<file path="src/rtl/vexit_pkg.sv">
`timescale 1ns/1ps
package vexit_pkg;
    localparam int EXC_VEC_W = 5;
    localparam int NUM_EXC   = 1 << EXC_VEC_W;
    localparam int VEC_W     = 8;
    localparam int ERR_W     = 32;
    localparam int DATA_W    = 32;
    localparam int PF_VECTOR = 14;

    typedef enum logic [1:0] {
        RSN_EXCEPTION = 2'd0,
        RSN_EXT_IRQ   = 2'd1,
        RSN_TRIPLE    = 2'd2
    } exit_reason_e;

    typedef enum logic [1:0] {
        SEL_BITMAP   = 2'd0,
        SEL_PF_MASK  = 2'd1,
        SEL_PF_MATCH = 2'd2,
        SEL_CTRL     = 2'd3
    } cfg_sel_e;

    typedef struct packed {
        logic [NUM_EXC-1:0] bitmap;
        logic [ERR_W-1:0]   pf_mask;
        logic [ERR_W-1:0]   pf_match;
        logic               host_owns_irq;
    } vexit_cfg_t;

    typedef struct packed {
        logic         do_exit;
        logic         do_deliver;
        exit_reason_e reason;
        logic [VEC_W-1:0] vector;
    } outcome_t;

    // Exit decision for one exception vector, before double-fault escalation.
    function automatic logic exc_exits(input vexit_cfg_t c,
                                       input logic [EXC_VEC_W-1:0] vec,
                                       input logic [ERR_W-1:0] err);
        logic sel_bit;
        logic hit;
        sel_bit = c.bitmap[vec];
        hit     = ((err & c.pf_mask) == c.pf_match);
        if (vec == EXC_VEC_W'(PF_VECTOR))
            return sel_bit ? hit : !hit;
        return sel_bit;
    endfunction
endpackage

</file>
<file path="src/rtl/vexit_cfg.sv">
`timescale 1ns/1ps
module vexit_cfg
    import vexit_pkg::*;
(
    input  logic              clk,
    input  logic              rst,
    input  logic              we,
    input  logic [1:0]        sel,
    input  logic [DATA_W-1:0] wdata,
    output vexit_cfg_t        cfg
);
    always_ff @(posedge clk) begin
        if (rst) begin
            cfg <= '0;
        end else if (we) begin
            case (cfg_sel_e'(sel))
                SEL_BITMAP:   cfg.bitmap        <= wdata[NUM_EXC-1:0];
                SEL_PF_MASK:  cfg.pf_mask       <= wdata[ERR_W-1:0];
                SEL_PF_MATCH: cfg.pf_match      <= wdata[ERR_W-1:0];
                default:      cfg.host_owns_irq <= wdata[0];
            endcase
        end
    end
endmodule

</file>
<file path="src/rtl/vexit_irq_hold.sv">
`timescale 1ns/1ps
module vexit_irq_hold
    import vexit_pkg::*;
(
    input  logic             clk,
    input  logic             rst,
    input  logic             req,
    input  logic [VEC_W-1:0] req_vec,
    input  logic             accept,
    output logic             live,
    output logic [VEC_W-1:0] live_vec
);
    logic             pend_q;
    logic [VEC_W-1:0] vec_q;

    assign live     = pend_q | req;
    assign live_vec = pend_q ? vec_q : req_vec;

    always_ff @(posedge clk) begin
        if (rst) begin
            pend_q <= 1'b0;
            vec_q  <= '0;
        end else if (accept) begin
            pend_q <= 1'b0;
        end else if (req && !pend_q) begin
            pend_q <= 1'b1;
            vec_q  <= req_vec;
        end
    end

    assert_pending_kept_R8: assert property (@(posedge clk) disable iff (rst)
        (pend_q && !accept) |=> pend_q);
    assert_pending_vec_R11: assert property (@(posedge clk) disable iff (rst)
        (pend_q && !accept) |=> $stable(vec_q));
endmodule

</file>
<file path="src/rtl/vexit_resolve.sv">
`timescale 1ns/1ps
module vexit_resolve
    import vexit_pkg::*;
(
    input  vexit_cfg_t           cfg,
    input  logic                 exc_valid,
    input  logic [EXC_VEC_W-1:0] exc_vec,
    input  logic [ERR_W-1:0]     err,
    input  logic                 dbl_nest,
    input  logic                 irq_live,
    input  logic [VEC_W-1:0]     irq_vec,
    input  logic                 guest_if,
    output outcome_t             res,
    output logic                 irq_accept
);
    logic want_exit;
    assign want_exit = exc_exits(cfg, exc_vec, err);

    always_comb begin
        res        = '0;
        res.reason = RSN_EXCEPTION;
        irq_accept = 1'b0;
        if (exc_valid) begin
            if (dbl_nest && !want_exit) begin
                res.do_exit = 1'b1;
                res.reason  = RSN_TRIPLE;
            end else begin
                res.do_exit    = want_exit;
                res.do_deliver = !want_exit;
                res.vector     = VEC_W'(exc_vec);
            end
        end else if (irq_live) begin
            if (cfg.host_owns_irq) begin
                res.do_exit = 1'b1;
                res.reason  = RSN_EXT_IRQ;
                res.vector  = irq_vec;
                irq_accept  = 1'b1;
            end else if (guest_if) begin
                res.do_deliver = 1'b1;
                res.vector     = irq_vec;
                irq_accept     = 1'b1;
            end
        end
    end
endmodule

</file>
<file path="src/rtl/vexit_arbiter.sv">
`timescale 1ns/1ps
module vexit_arbiter
    import vexit_pkg::*;
(
    input  logic                 clk,
    input  logic                 rst,
    input  logic                 cfg_we,
    input  logic [1:0]           cfg_sel,
    input  logic [DATA_W-1:0]    cfg_wdata,
    input  logic                 exc_valid,
    input  logic [EXC_VEC_W-1:0] exc_vector,
    input  logic [ERR_W-1:0]     pf_err_code,
    input  logic                 dbl_fault_nest,
    input  logic                 irq_req,
    input  logic [VEC_W-1:0]     irq_vector,
    input  logic                 guest_irq_en,
    output logic                 exit_valid,
    output logic [1:0]           exit_reason,
    output logic                 deliver_valid,
    output logic [VEC_W-1:0]     out_vector
);
    vexit_cfg_t       cfg;
    logic             irq_live;
    logic [VEC_W-1:0] irq_live_vec;
    logic             irq_accept;
    outcome_t         res, res_q;

    vexit_cfg u_cfg (
        .clk(clk), .rst(rst), .we(cfg_we), .sel(cfg_sel),
        .wdata(cfg_wdata), .cfg(cfg)
    );

    vexit_irq_hold u_hold (
        .clk(clk), .rst(rst), .req(irq_req), .req_vec(irq_vector),
        .accept(irq_accept), .live(irq_live), .live_vec(irq_live_vec)
    );

    vexit_resolve u_res (
        .cfg(cfg), .exc_valid(exc_valid), .exc_vec(exc_vector),
        .err(pf_err_code), .dbl_nest(dbl_fault_nest),
        .irq_live(irq_live), .irq_vec(irq_live_vec),
        .guest_if(guest_irq_en), .res(res), .irq_accept(irq_accept)
    );

    always_ff @(posedge clk) begin
        if (rst) begin
            res_q        <= '0;
            res_q.reason <= RSN_EXCEPTION;
        end else begin
            res_q <= res;
        end
    end

    assign exit_valid    = res_q.do_exit;
    assign deliver_valid = res_q.do_deliver;
    assign exit_reason   = res_q.reason;
    assign out_vector    = res_q.vector;

    assert_one_outcome_R9: assert property (@(posedge clk) disable iff (rst)
        !(exit_valid && deliver_valid));
    assert_exc_latency_R2: assert property (@(posedge clk) disable iff (rst)
        $past(exc_valid) |-> (exit_valid || deliver_valid));
    assert_host_owner_R5: assert property (@(posedge clk) disable iff (rst)
        (exit_valid && exit_reason == 2'd1) |-> $past(cfg.host_owns_irq));
    assert_triple_src_R4: assert property (@(posedge clk) disable iff (rst)
        (exit_valid && exit_reason == 2'd2) |-> $past(exc_valid && dbl_fault_nest));
    assert_guest_gate_R7: assert property (@(posedge clk) disable iff (rst)
        (deliver_valid && !$past(exc_valid)) |->
            ($past(guest_irq_en) && !$past(cfg.host_owns_irq)));
endmodule

</file>
<file path="config.mk">
export PLATFORM = sky130hd
export DESIGN_NAME = vexit_arbiter
export DESIGN_NICKNAME = d
export VERILOG_FILES = /design/src/rtl/vexit_pkg.sv /design/src/rtl/vexit_cfg.sv /design/src/rtl/vexit_irq_hold.sv /design/src/rtl/vexit_resolve.sv /design/src/rtl/vexit_arbiter.sv
export SDC_FILE = /design/constraint.sdc
export NUM_CORES = 1
export LEC_CHECK = 0
export BUFFER_PORTS_ARGS = -buffer_cell sky130_fd_sc_hd__buf_2
export CAP_MARGIN = 5
export CELL_PAD_IN_SITES_DETAIL_PLACEMENT = 1
export CELL_PAD_IN_SITES_GLOBAL_PLACEMENT = 1
export CORE_MARGIN = 2
export CORE_UTILIZATION = 41
export CTS_BUF_LIST = sky130_fd_sc_hd__clkbuf_8
export DETAILED_ROUTE_END_ITERATION = 10
export PLACE_DENSITY = 0.8
export SLEW_MARGIN = 5
export SYNTH_ARGS = -nofsm -noshare
export SYNTH_HDL_FRONTEND = slang
export SYNTH_HIERARCHICAL = 1
export SYNTH_SLANG_ARGS = --single-unit
</file>
<file path="constraint.sdc">
create_clock -name clk -period 3.3 [get_ports clk]
set_clock_uncertainty 0.1 [all_clocks]
set_input_delay 0.66 -clock clk [delete_from_list [all_inputs] [get_ports clk]]
set_output_delay 0.66 -clock clk [all_outputs]
set_load 0.005 [all_outputs]
</file>
# Yosys cells after proc, flatten, opt, wreduce, memory -nomap -nowiden
# Cells that the tools add are included.
# word_totals
elab_cells	54
input_bits	86
regBits	118
out_inout_bits	12
# classes
bitwise_logic	4
n_mux	22
magnitude_cmp	1
n_eq_ne	4
n_reduce_logical	13
# op_table
cell	n
32-bit bitwise AND	1
32-bit == test	1
12-bit two-way mux	2
8-bit two-way mux	3
1-bit two-way mux	14
2-bit AND reduction	5
5-bit by 6-bit less-than comparator with 1-bit output (second input constant)	1
1-bit binary-select mux with 5-bit select	1
5-bit by 4-bit == test with 1-bit output (second input constant)	1
5-bit two-way mux	1
1-bit logical NOT	3
3-bit OR reduction	1
2-bit by 1-bit == test with 1-bit output (second input constant)	1
2-bit == test (second input constant)	1
1-bit logical AND	2
2-bit logical NOT	1
2-bit two-way mux	1
1-bit NOT	2
2-bit OR reduction	1
1-bit OR	1

# Longest topological paths before layout
# Gate-level depths: netlist of run 1.
# depth
word_depth	10
mapped_depth	9
depth_no_buf	8

# Hierarchy
# Netlist of run 1, hierarchy kept.
# by_module_without_submodules
module	cells_each	n_inst	area_per_inst_um2
vexit_cfg	353	1	3937.5
vexit_resolve	162	1	1182.4
vexit_irq_hold	47	1	503.0
vexit_arbiter	25	1	366.6

# Worst setup path before layout of run 1
# No wires, ideal clock.
# synth_path
kind	input to register
start	input exc_vector[1]
end	register res_q (netlist bit out_vector[3])
path_buffers	2
setup_slack_ns	0.275
cell_stages	9
setup_ns	0.062
t_arrival_ns	2.863
path_cell_list	buf_6 -> mux4_2 -> nand2b_1 -> and4b_1 -> or4_4 -> buf_6 -> or4_1 -> nand3_1 -> nor2b_2
# synth_lines
element	line	source
start: declaration	vexit_arbiter.sv:11	input logic [EXC_VEC_W-1:0] exc_vector,
end signal: assignment	vexit_arbiter.sv:50	res_q <= res;
end: declaration	vexit_arbiter.sv:26	outcome_t res, res_q;

==> metrics.md, run 1 <==
| Metric | Value |
|---|---|
| Status | `complete, no violations` |
| Crit. End Element | `flip-flop` |
| Layout cell share with drive strength beyond 1 | `23.6%` |
| Reg-to-reg endpoint | `out_vector[1]$_SDFF_PP0_` |
| Synthesized Nets | `673` |
| Gr ovfl total | `0` |
| Initial antenna violation count | `0` |
| Leak | `0.00326 uW` |
| Post-CTS Setup Bufs | `0` |
| Worst slew pin tran | `632 ps` |
| Synth warn | `6` |
| First-pass GRT wire length | `24,700 um` |
| Top cell type's share of synthesized area | `39.4%` |
| Cts bufs inserted | `17` |
| Crit-path leading delay family | `simple AND/OR/NAND/NOR gates` |
| Total wire length | `15,400 um` |
| Hold endpoint | `u_hold/vec_q[6]$_SDFFE_PP0P_` |
| Hold Fails Final Rpt | `0` |
| Hold Path Class | `flip-flop to flip-flop` |
| Post-synth EDFFs | `0` |
| Met1 wire length | `6740 um` |
| Worst path cell trace | `buf_2 > mux4_2 > nand2b_1 > and4b_1 > or4_4 > or4_1 > nand3_1 > nor2b_2` |
| RSZ-0062 raised after global routing | `false` |
| DR DRC count | `0` |
| Fmax | `352 MHz` |
| Nets | `766` |
| Yosys top cell by area | `dfxtp_1` |
| GPL Wtd Cong | `0.813` |
| Met2 wire length | `7740 um` |
| Max VDD drop | `0.217 mV` |
| Die Y | `125 um` |
| Final max-slew violation count | `0` |
| Synthesized instance count | `587` |
| MaxCap Viol Count | `0` |
| Commonest cells post-synth | `nand2b_1 (146), dfxtp_1 (118), mux2i_1 (111)` |
| Reg-to-reg critical path startpoint | `u_cfg/cfg[82]$_SDFFE_PP0P_` |
| Hold Path Stages | `2` |
| Synth-to-Final Area Change | `16.1%` |
| Primary FF master, synth | `dfxtp_1` |
| Post-synthesis cell area | `5990 sq um` |
| Startpoint Class | `input pin` |
| Top-count cell post-synth | `nand2b_1` |
| DR top layer | `met4` |
| Drt first pass iters | `4` |
| Hold Buf Count CTS | `0` |
| Total negative setup slack | `0 ps` |
| Wire per inst | `17.6 um` |
| Avg Cell Area, Syn | `10.2 sq um` |
| Core ar. | `14,400 sq um` |
| Placement Rows | `44` |
| Vias | `4,622` |
| Buf+Inv Stages, Crit Path | `1` |
| Unique masters post-synth | `52` |
| ANT cells | `0` |
| Synth top area cells | `dfxtp_1 (39%), mux2i_1 (19%), nand2b_1 (15%)` |
| Clk buf depth | `2` |
| Clock sinks | `118` |
| Critical Path RT | `3570 ps` |
| Resize count post-CTS | `0` |
| DR WL met3 | `553 um` |
| Starting Density | `41.5%` |
| All-layer global routing usage | `20.0%` |
| CP arrival | `3120 ps` |
| Core Util, Final | `48.2%` |
| Port Buf Inserts | `97` |
| CP Max Fanout | `13` |
| Setup CP Type | `input pin to flip-flop` |
| Vias in the first global route | `4,957` |
| IO Pins | `98` |
| Post-synthesis sequential area ratio | `39.4%` |
| CTS tree | `done` |
| Clock slew at reported path FFs | `70 ps` |
| Worst-skew pair later-pin latency | `430 ps` |
| Number of register bits inferred by synthesis | `118` |
| Critical-path top delay cell | `or4_4` |
| PwrDens | `463 nW/um^2` |
| Iteration-0 DRC Markers | `158` |
| H-tree levels | `4` |
| HP Start | `u_hold/vec_q[6]$_SDFFE_PP0P_` |
| Detailed Place HPWL | `11,400 um` |
| Slowest cell delay on critical path | `610 ps` |
| Final ANT Viol Nets | `0` |
| Final setup fails | `0` |
| R2R depth | `7` |
| Pin count of the biggest net entering global routing | `83` |
| Die Area | `15,600 sq um` |
| Vias per std cell | `5.28` |
| Rel. slew slack | `57.9%` |
| Root Buffer Master | `clkbuf_8` |
| Die X | `125 um` |
| Flop-to-flop setup slack | `640 ps` |
| Fin crit period | `2840 ps` |
| Asr flop ratio synth | `0%` |
| Final worst-path cycle share | `86.1%` |
-- per-layer routing --
metal,up-vias,GRT usage (%)
met4,0,8.04
met5,-,0
met2,108,35.4
met1,2242,23.6
li1,2247,-
met3,25,4.12
-- state kept, by name, summed over array words and instances, names as in the netlist --
signal	flops
deliver_valid	1
exit_reason	2
exit_valid	1
out_vector	8
u_cfg/cfg	97
u_hold/pend_q	1
u_hold/vec_q	8
-- cells by family after synthesis --
kind of cell           after synthesis  synth area share [%]
buffers and inverters               40                  4.30
DFF                                118                  39.4
muxes                              125                  22.6
AOI/OAI and AO/OA                   64                  7.56
and+or+nand+nor                    240                  26.1
-- cell type report --
class | instances | area (sq um)
inverter | 7 | 26.3
tap | 184 | 230
sequential | 118 | 2360
fill | 1643 | 7470
multi-input combinational | 429 | 3370
clock buffer | 21 | 289
timing repair buffer | 107 | 576
clock inverter | 10 | 104
-- report_power, final --
group	switching, uW	internal [uW]
Clock	575	737
Sequential	37.3	1480
Combinational	197	194
-- worst max path at each step --
stage	from	end	slack, ps	cells after the start
2_1_floorplan	exc_vector[1]	out_vector[3]$_SDFF_PP0_	280	9
3_3_place_gp	exc_vector[1]	deliver_valid$_SDFF_PP0_	100	8
3_5_place_dp	exc_vector[1]	deliver_valid$_SDFF_PP0_	30	8
4_1_cts	exc_vector[1]	out_vector[1]$_SDFF_PP0_	490	8
5_1_grt	exc_vector[1]	out_vector[1]$_SDFF_PP0_	380	8
6_report	exc_vector[1]	out_vector[1]$_SDFF_PP0_	460	8
-- placed cells by master, fill, tap and decap left out, types with 3 or more instances in the layout --
cell,count
nand2b_1,146
dfxtp_1,118
mux2i_1,111
buf_2,96
clkbuf_8,21
a21oi_1,17
and3_1,16
nand3_1,13
buf_4,10
a211oi_1,10
nand2_1,10
a21o_1,9
nor2b_2,8
inv_1,8
mux2_2,8
o22a_1,8
a21boi_0,8
and3b_1,8
clkinv_2,5
mux4_1,5
nor2_1,5
nand4_1,4
a22oi_1,4
or4_1,4
and2_1,3
o211ai_1,3
-- worst reg2reg max path, delay by kind of cell (launching register included) --
kind	cells	cell delay (ps)
DFF	1	340
muxes	1	450
and+or+nand+nor	6	1720
-- stage by stage --
stage / hold WS (ps) / area (sq um) / setup WS (ps) / total power (uW) / cells
after floorplan: 344 / 5990 / 275 / 1800 / 587
after global placement: 355 / 6560 / 100 / 1920 / 845
after detailed placement: 370 / 6560 / 35.0 / 1940 / 845
after CTS: 381 / 6960 / 487 / 3260 / 876
after global routing: 398 / 6960 / 375 / 3360 / 876
final: 375 / 6960 / 458 / 3220 / 876
No activity file was read; power rests on OpenSTA's default activity.
==> inputs of run 2 (changes only) <==
Settings changed: CORE_ASPECT_RATIO set to 1.25.
==> metrics.md, run 2 (synthesis gave the netlist of run 1 again) <==
| Metric | Value |
|---|---|
| GPL Wtd Cong | `0.815 (+0.32%)` |
| Status | `complete, no violations` |
| DR DRC count | `0 (unchanged)` |
| RSZ-0062 raised after global routing | `false` |
| Hold Buf Count CTS | `0 (unchanged)` |
| Vias | `4,579 (-0.93%)` |
| Synth-to-Final Area Change | `15.8%` |
| Final setup fails | `0 (unchanged)` |
| Gr ovfl total | `0 (unchanged)` |
| Drt first pass iters | `4 (unchanged)` |
| CP arrival | `3000 ps (-120 ps)` |
| Max FFs per register | `97 (unchanged)` |
| Hold Fails Final Rpt | `0 (unchanged)` |
| First-pass GRT wire length | `24,600 um (-0.31%)` |
| CTS tree | `done` |
| All-layer global routing usage | `20.1% (+0.15 points)` |
| Worst path cell trace | `buf_2 > mux4_2 > nand2b_1 > and4b_1 > or4_4 > nor4b_1 > or3_1 > nor2b_2` |
| Slowest cell delay on critical path | `570 ps (-40 ps)` |
| R2R depth | `7 (unchanged)` |
| Rel. slew slack | `58.9% (+1.0 points)` |
| Nets | `765 (-0.13%)` |
| Pin count of the biggest net entering global routing | `88 (+6.0%)` |
| Post-route cell area | `6940 sq um (-0.27%)` |
| Port Buf Inserts | `97 (unchanged)` |
| Root Buffer Master | `clkbuf_8` |
| Flop-to-flop setup slack | `680 ps (+40 ps)` |
| Crit. End Element | `flip-flop` |
| Critical Path RT | `3530 ps (-40 ps)` |
| Placement Rows | `49 (+11%)` |
| Cells after DPL | `838 (-0.83%)` |
| H-tree levels | `4 (unchanged)` |
| Clock slew at reported path FFs | `70 ps (about the same)` |
| Fmax | `360 MHz (+2.3%)` |
| Hold Path Class | `flip-flop to flip-flop` |
| Vias per std cell | `5.27 (-0.13%)` |
| Initial antenna violation count | `0 (unchanged)` |
| Clock sinks | `118 (unchanged)` |
| CP startpoint | `exc_vector[1]` |
| Die Area | `15,600 sq um (about the same)` |
| Area after DPL | `6550 sq um (-0.23%)` |
| Reg-to-reg endpoint | `exit_valid$_SDFF_PP0_` |
| Startpoint Class | `input pin` |
| Core Util, Final | `48.4% (+0.13 points)` |
| CP Max Fanout | `9 (-4)` |
| Most flops, register | `u_cfg/cfg` |
| Total negative setup slack | `0 ps (unchanged)` |
| Final max-slew violation count | `0 (unchanged)` |
| Leak | `0.00325 uW (about the same)` |
| Cts bufs inserted | `17 (unchanged)` |
| Setup CP Type | `input pin to flip-flop` |
| Wire per inst | `17.9 um (+2.1%)` |
| Fin crit period | `2780 ps (-64.3 ps)` |
| Post-CTS Setup Bufs | `0 (unchanged)` |
| Total wire length | `15,600 um (+1.3%)` |
| Reg-to-reg critical path startpoint | `u_cfg/cfg[17]$_SDFFE_PP0P_` |
| Iteration-0 DRC Markers | `209 (+32%)` |
| Critical-path top delay cell | `or4_4` |
| Die Y | `139 um (+11%)` |
| Layout cell share with drive strength beyond 1 | `23.2% (-0.40 points)` |
| Most frequent cells in the layout | `nand2b_1 (146), dfxtp_1 (118), mux2i_1 (111), buf_2 (96), clkbuf_8 (18)` |
| Final worst-path cycle share | `84.2% (-1.9 points)` |
| Final ANT Viol Nets | `0 (unchanged)` |
| MaxCap Viol Count | `0 (unchanged)` |
| ANT cells | `0 (unchanged)` |
| IO Pins | `98 (unchanged)` |
| Final worst setup slack | `522 ps (+64.3 ps)` |
| PwrDens | `464 nW/um^2 (+0.22%)` |
| Core ar. | `14,300 sq um (-0.54%)` |
| Worst-skew pair later-pin latency | `450 ps (+20 ps)` |
| Starting Density | `41.7% (+0.22 points)` |
| Dpl ws | `82.2 ps (+47.2 ps)` |
| Non-filler cells, final | `869 (-0.80%)` |
| Die X | `112 um (-10%)` |
| Detailed Place HPWL | `11,600 um (+1.6%)` |
| Crit path to | `deliver_valid$_SDFF_PP0_` |
| Commonest non-fill, non-tap cell in the layout | `nand2b_1` |
| Filler instances | `1,654 (+0.67%)` |
| Max VDD drop | `0.288 mV (+33%)` |
| Worst slew pin tran | `616 ps (-15.7 ps)` |
| Resize count post-CTS | `0 (unchanged)` |
| Vias in the first global route | `4,945 (-0.24%)` |
| Clk buf depth | `2 (unchanged)` |
run 2: cell count changes in the layout (fill, tap and decap cells not counted), sizes merged:
cell,before,now
buf,107,106
bufinv,2,3
clkbuf,21,18
inv,8,10
run 2: per-layer routing:
metal	track usage (%)	up-vias	routed length (um)
met2	37.0	104	8240
met4	8.09	0	332
met1	22.0	2202	6410
li1	-	2248	-
met5	0	-	0
met3	4.94	25	605
run 2: area by class of cell:
class	count	area, sq um	share of cell area (%)
tap	178	223	3.21
clock buffer	18	248	3.57
inverter	7	26.3	0.379
sequential	118	2360	34.0
multi-input combinational	429	3370	48.6
clock inverter	13	141	2.04
timing repair buffer	106	568	8.19
run 2: how the worst min path moves through the flow:
stage               slack [ps]                          from  cells after the start                      endpoint
global placement           350  u_hold/vec_q[6]$_SDFFE_PP0P_                      2  u_hold/vec_q[6]$_SDFFE_PP0P_
detailed placement         370    u_cfg/cfg[76]$_SDFFE_PP0P_                      2    u_cfg/cfg[76]$_SDFFE_PP0P_
floorplan                  340    u_cfg/cfg[68]$_SDFFE_PP0P_                      2    u_cfg/cfg[68]$_SDFFE_PP0P_
finish                     370  u_hold/vec_q[4]$_SDFFE_PP0P_                      2  u_hold/vec_q[4]$_SDFFE_PP0P_
global route               390                 irq_vector[2]                      3  u_hold/vec_q[2]$_SDFFE_PP0P_
CTS                        370                 irq_vector[4]                      3  u_hold/vec_q[4]$_SDFFE_PP0P_
run 2: critical path: cells and delay by family:
| family | cells | cell delay (ps) |
|---|---|---|
| mux | 1 | 520 |
| buf+inv | 1 | 230 |
| simple gates | 6 | 1610 |
run 2: power breakdown:
group / switching [uW] / internal, uW
sequential: 38.0 / 1480
combinational: 199 / 194
clock: 561 / 745
total: 798 / 2420
run 2: metrics by stage:
step | total power (uW) | hold WS [ps]
2_1_floorplan | 1800 | 344
4_1_cts | 3260 | 368
5_1_grt | 3360 | 389
3_3_place_gp | 1920 | 354
3_5_place_dp | 1940 | 369
6_report | 3220 | 374
